`config.mk`:
```
export PLATFORM = sky130hd
export DESIGN_NAME = rom_sweep_balance
export DESIGN_NICKNAME = d
export VERILOG_FILES = /design/src/rtl/rsb_pkg.sv /design/src/rtl/rsb_rom.sv /design/src/rtl/rsb_sequencer.sv /design/src/rtl/rsb_judge.sv /design/src/rtl/rom_sweep_balance.sv
export SDC_FILE = /design/constraint.sdc
export NUM_CORES = 1
export LEC_CHECK = 0
export ABC_AREA = 1
export CORE_UTILIZATION = 45
export CTS_CLUSTER_SIZE = 25
export DETAILED_ROUTE_END_ITERATION = 10
export PLACE_DENSITY = 0.67
export SYNTH_ARGS = -nofsm -noshare
export SYNTH_HDL_FRONTEND = slang
export SYNTH_SLANG_ARGS = --single-unit
```
`constraint.sdc`:
```
create_clock -name clk -period 2.03 [get_ports clk]
set_input_delay 0.406 -clock clk [delete_from_list [all_inputs] [get_ports clk]]
set_output_delay 0.406 -clock clk [all_outputs]
set_load 0.02 [all_outputs]
```
`src/rtl/rsb_pkg.sv`:
```
package rsb_pkg;

  typedef enum logic {
    MODE_PARALLEL = 1'b0,
    MODE_SERIAL   = 1'b1
  } sweep_mode_e;

  function automatic int ones_in(input logic [31:0] v);
    int n;
    n = 0;
    for (int i = 0; i < 32; i++) n += int'(v[i]);
    return n;
  endfunction

endpackage

```
`src/rtl/rsb_rom.sv`:
```
module rsb_rom #(
  parameter int DEPTH  = 16,
  parameter int WORD_W = 4,
  localparam int ADDR_W = $clog2(DEPTH)
) (
  input  logic [ADDR_W-1:0] addr,
  output logic [WORD_W-1:0] rd_word
);

  logic [WORD_W-1:0] table_w [DEPTH];

  // each entry carries its own index
  for (genvar g = 0; g < DEPTH; g++) begin : g_fill
    assign table_w[g] = WORD_W'(g);
  end

  assign rd_word = table_w[addr];

endmodule

```
`src/rtl/rsb_sequencer.sv`:
```
module rsb_sequencer
  import rsb_pkg::*;
#(
  parameter int DEPTH  = 16,
  parameter int WORD_W = 4,
  localparam int ADDR_W = $clog2(DEPTH),
  localparam int BIT_W  = $clog2(WORD_W)
) (
  input  logic              clk,
  input  logic              rst,
  input  logic              serial_mode,
  output logic [ADDR_W-1:0] addr,
  output logic [BIT_W-1:0]  bit_idx,
  output logic              last_bit,
  output logic              restart
);

  sweep_mode_e       mode_q;
  sweep_mode_e       mode_now;
  logic [ADDR_W-1:0] addr_inc;

  assign mode_now = sweep_mode_e'(serial_mode);
  assign restart  = (mode_now != mode_q);
  assign last_bit = (bit_idx == BIT_W'(WORD_W - 1));
  assign addr_inc = (addr == ADDR_W'(DEPTH - 1)) ? '0 : addr + ADDR_W'(1);

  always_ff @(posedge clk) begin
    if (rst) begin
      addr    <= '0;
      bit_idx <= '0;
      mode_q  <= mode_now;
    end else if (restart) begin
      addr    <= '0;
      bit_idx <= '0;
      mode_q  <= mode_now;
    end else if (mode_now == MODE_PARALLEL) begin
      addr    <= addr_inc;
      bit_idx <= '0;
    end else if (last_bit) begin
      addr    <= addr_inc;
      bit_idx <= '0;
    end else begin
      bit_idx <= bit_idx + BIT_W'(1);
    end
  end

  assert_par_step_R3: assert property (@(posedge clk) disable iff (rst)
    (!serial_mode && !restart) |=>
      addr == (($past(addr) == ADDR_W'(DEPTH - 1)) ? '0 : $past(addr) + ADDR_W'(1)));

  assert_ser_hold_addr_R5: assert property (@(posedge clk) disable iff (rst)
    (serial_mode && !restart && !last_bit) |=> $stable(addr));

  assert_restart_clear_R8: assert property (@(posedge clk) disable iff (rst)
    restart |=> (addr == '0 && bit_idx == '0));

endmodule

```
`src/rtl/rsb_judge.sv`:
```
module rsb_judge
  import rsb_pkg::*;
#(
  parameter int WORD_W = 4,
  localparam int BIT_W = $clog2(WORD_W),
  localparam int CNT_W = $clog2(WORD_W + 1)
) (
  input  logic              clk,
  input  logic              rst,
  input  logic              serial_mode,
  input  logic              restart,
  input  logic              last_bit,
  input  logic [BIT_W-1:0]  bit_idx,
  input  logic [WORD_W-1:0] rd_word,
  output logic [WORD_W-1:0] word_out,
  output logic              bit_out,
  output logic              balance_out,
  output logic              valid_out
);

  logic [CNT_W-1:0] ones_cnt;
  logic [CNT_W-1:0] cnt_next;
  logic             cur_bit;
  logic             word_even;

  assign cur_bit   = rd_word[bit_idx];
  assign cnt_next  = ones_cnt + CNT_W'(cur_bit);
  assign word_even = (ones_in(32'(rd_word)) == WORD_W / 2);

  always_ff @(posedge clk) begin
    if (rst) begin
      word_out    <= '0;
      bit_out     <= 1'b0;
      balance_out <= 1'b0;
      valid_out   <= 1'b0;
      ones_cnt    <= '0;
    end else if (restart) begin
      valid_out   <= 1'b0;
      ones_cnt    <= '0;
    end else if (sweep_mode_e'(serial_mode) == MODE_PARALLEL) begin
      word_out    <= rd_word;
      balance_out <= word_even;
      valid_out   <= 1'b1;
      ones_cnt    <= '0;
    end else begin
      bit_out <= cur_bit;
      if (last_bit) begin
        balance_out <= (cnt_next == CNT_W'(WORD_W / 2));
        valid_out   <= 1'b1;
        ones_cnt    <= '0;
      end else begin
        valid_out   <= 1'b0;
        ones_cnt    <= cnt_next;
      end
    end
  end

  assert_par_valid_R4: assert property (@(posedge clk) disable iff (rst)
    (!serial_mode && !restart) |=> valid_out);

  assert_bal_hold_R6: assert property (@(posedge clk) disable iff (rst)
    (serial_mode && !last_bit) |=> $stable(balance_out));

  assert_ser_strobe_gap_R7: assert property (@(posedge clk) disable iff (rst)
    (serial_mode && !restart && valid_out) |=> !valid_out);

  assert_word_hold_R9: assert property (@(posedge clk) disable iff (rst)
    serial_mode |=> $stable(word_out));

endmodule

```
`src/rtl/rom_sweep_balance.sv`:
```
module rom_sweep_balance #(
  parameter int DEPTH  = 16,
  parameter int WORD_W = 4
) (
  input  logic              clk,
  input  logic              rst,
  input  logic              serial_mode,
  output logic [WORD_W-1:0] word_out,
  output logic              bit_out,
  output logic              balance_out,
  output logic              valid_out
);

  localparam int ADDR_W = $clog2(DEPTH);
  localparam int BIT_W  = $clog2(WORD_W);

  logic [ADDR_W-1:0] addr;
  logic [BIT_W-1:0]  bit_idx;
  logic              last_bit;
  logic              restart;
  logic [WORD_W-1:0] rd_word;

  rsb_sequencer #(.DEPTH(DEPTH), .WORD_W(WORD_W)) u_seq (
    .clk(clk), .rst(rst), .serial_mode(serial_mode),
    .addr(addr), .bit_idx(bit_idx), .last_bit(last_bit), .restart(restart)
  );

  rsb_rom #(.DEPTH(DEPTH), .WORD_W(WORD_W)) u_rom (
    .addr(addr), .rd_word(rd_word)
  );

  rsb_judge #(.WORD_W(WORD_W)) u_judge (
    .clk(clk), .rst(rst), .serial_mode(serial_mode), .restart(restart),
    .last_bit(last_bit), .bit_idx(bit_idx), .rd_word(rd_word),
    .word_out(word_out), .bit_out(bit_out),
    .balance_out(balance_out), .valid_out(valid_out)
  );

  assert_reset_quiet_R1: assert property (@(posedge clk)
    rst |=> (!valid_out && !balance_out && !bit_out && word_out == '0));

endmodule

```
==> flow_metrics.py <==
metrics = {
    "grt": {
        "grt_overflow": 0,
        "grt_pass1_vias": 605,
        "grt_pass1_wl_um": 2460,
        "antenna_found_initial": 0,
        "grt.total_usage_pct": 17.8,
        "grt_max_degree": 11,
    },
    "critical_path": {
        "crit_path_top_delay_cell": "fa_1",
        "rr_endpoint": "u_judge.balance_out",
        "r2r_start": "u_seq.addr[0]",
        "cp_num_buf_inv": 3,
        "reg2reg_slack_ns": 0.34,
        "start_kind": "flop",
        "crit_type": "flop to flop",
        "arrival_ns": 1.89,
        "end_kind": "flop",
        "cp_slowest_stage_delay_ns": 0.35,
        "worstPathCellList": "ha_1 -> inv_1 -> fa_1 -> inv_1 -> ha_1 -> inv_1 -> nor2_1 -> nand2_1 -> nand2_1 -> nor2_1 -> nor2_1",
        "critical_path_required_ns": 2.23,
        "critPathTopFamily": "adder cells",
        "r2r_cells": 11,
        "critPathMaxFanout": 2,
    },
    "clock_network": {
        "cts-buffers-inserted": 3,
        "cts_setup_buffers": 0,
        "cts_root_buf": "clkbuf_4",
        "cts_hold_buf": 0,
        "h-tree-depth": 1,
        "tritoncts": "done",
        "cts-resized-gates": 0,
        "cts.sinks": 17,
        "insertion_delay_ns": 0.30,
        "ctsLongestPathBuffers": 2,
        "path_clk_slew_ns": 0.11,
    },
    "detailed_routing": {
        "drt_wl_total_um": 1420,
        "wire_per_inst_um": 9.82,
        "vias": 654,
        "first_iter_violations": 11,
        "drtPass1Iterations": 4,
        "via_per_inst": 4.51,
        "drc": 0,
        "antenna_left": 0,
    },
    "job": {
        "maxCapViolCount": 0,
    },
    "floorplanning": {
        "io_pins": 10,
        "core_um2": 1590,
        "start_util_pct": 50.9,
        "fp.dieW_um": 44.4,
        "die-height_um": 44.4,
        "rows": 14,
        "dieArea_um2": 1980,
    },
    "logic_synthesis": {
        "synth_top_area_share_pct": 39.5,
        "synth.largest_area_cell": "dfxtp_1",
        "syn-instance-count": 105,
        "synth_seq_area_share_pct": 43.2,
        "netlist_top_cells_area": "dfxtp_1 (40%), ha_1 (11%), inv_1 (9.7%)",
        "ys_types": 15,
        "syn-cell-area_um2": 811,
        "ys_ff_latch": 17,
        "syn_nets": 116,
        "yosysWarnings": 0,
        "syn_avg_cell_area_um2": 7.72,
    },
    "cells_and_area": {
        "fin_nets": 133,
        "areaGrowthSynthToFinish_pct": 21.0,
        "finalNonFillerCells": 145,
        "drive_above_1_share_pct": 7.44,
        "final_cell_mix": "inv_1 (21), nand2_1 (18), nor2_1 (18)",
        "fill_cells": 156,
        "diodes": 0,
        "fin_util_pct": 61.5,
        "final_common_cell": "inv_1",
    },
    "min_path": {
        "whs_path_depth": 1,
        "hold_class": "flop to flop",
        "min_to": "u_seq.bit_idx[0]",
        "min_from": "u_seq.bit_idx[0]",
    },
    "timing": {
        "setup_viol": 0,
        "rsz0062_at_grt": "no",
        "slew_viol_final": 0,
        "max_freq_mhz": 591,
        "tns_ns": 0,
        "min_period_over_period_pct": 83.4,
        "maxSlewHeadroom_pct": 79.2,
        "worst_pin_slew_ns": 0.308,
        "fin_worst_skew_ns": 0.00877,
        "period_minus_slack_ns": 1.69,
        "hold_viol_final": 0,
    },
    "placed_design": {
        "dp.cells": 141,
        "io_buffers": 9,
        "gp_congestion": 0.834,
        "dp_hpwl_um": 1130,
    },
    "pwr": {
        "p_per_area_nw_per_um2": 666,
        "power.total_mw": 0.653,
        "leakage_nw": 0.456,
        "irDropWorstVdd_mv": 0.368,
    },
    "outcome": {
        "status": "completed",
    },
}
-- state kept, by name, summed over array words and instances, names as in the netlist --
signal	cells
u_judge.word_out	4
u_judge.bit_out	1
u_judge.ones_cnt	3
u_seq.addr	4
u_seq.bit_idx	2
u_judge.balance_out	1
u_seq.mode_q	1
u_judge.valid_out	1
-- layout make-up --
class	count	area, um^2	share of cell area [%]
clock buffer	3	22.5	2.30
inverter	21	78.8	8.04
tap	24	30.0	3.06
timing repair buffer	12	113	11.5
sequential	17	350	35.7
multi-input combinational	67	382	38.9
clock inverter	1	5.00	0.510
-- synthesized netlist by cell type --
master,number
o21bai_1,1
ha_1,7
nor2_1,18
o21ai_0,6
edfxtp_1,1
xor2_1,1
nand2_1,18
fa_1,1
xnor2_1,1
nor2_4,2
nand3_1,7
nand4_1,1
a21oi_1,4
dfxtp_1,16
inv_1,21
-- worst reg2reg max path: cells and delay by family (launching register included) --
kind	cells	cell delay, ns
flops	1	0.33
buf+inv	3	0.16
simple gates	5	0.25
fa+ha+maj	3	0.85
-- routing by layer --
metal  vias up  share of wire (%)  GRT usage, %
met4         0               0.91          10.9
met3         2                2.4          4.90
li1        358                  -             -
met1       285                 50          20.5
met5         -                  0             0
met2         9                 46          29.1
-- how the worst max path moves through the flow --
stage	from	endpoint	slack, ns	cells after the start
3_5_place_dp	serial_mode	u_seq.addr[1]	0.15	8
4_1_cts	u_seq.addr[0]	u_judge.balance_out	0.33	11
2_1_floorplan	u_seq.addr[0]	u_judge.balance_out	0.36	11
6_report	u_seq.addr[0]	u_judge.balance_out	0.34	11
5_1_grt	u_seq.addr[0]	u_judge.balance_out	0.25	11
3_3_place_gp	serial_mode	u_seq.addr[1]	0.21	8
-- power by group --
group | leakage, nW | total [mW] | switching, mW | internal, mW
sequential | 0.141 | 0.361 | 0.00811 | 0.353
combinational | 0.297 | 0.107 | 0.0603 | 0.0466
clock | 0.0177 | 0.185 | 0.112 | 0.0733
-- metrics by stage --
step | hold WS [ns] | worst slack [ns] | cell area (um^2)
after floorplan | 0.441 | 0.365 | 811
after global placement | 0.461 | 0.213 | 953
after detailed placement | 0.475 | 0.152 | 953
after CTS | 0.500 | 0.329 | 981
after global routing | 0.515 | 0.250 | 981
final | 0.491 | 0.337 | 981
-- kinds of logic (layout without fill, tap and decap cells) --
kind of cell,after synthesis,in the layout,synth area share (%)
xor gates and xnor gates,2,2,2.16
adders and majority gates,8,8,13.3
buffers and inverters,21,37,9.72
DFF,17,17,43.2
and+or+nand+nor,46,46,24.5
AOI/OAI and AO/OA,11,11,7.10
Note: power is estimated with default switching activity, not from simulation.
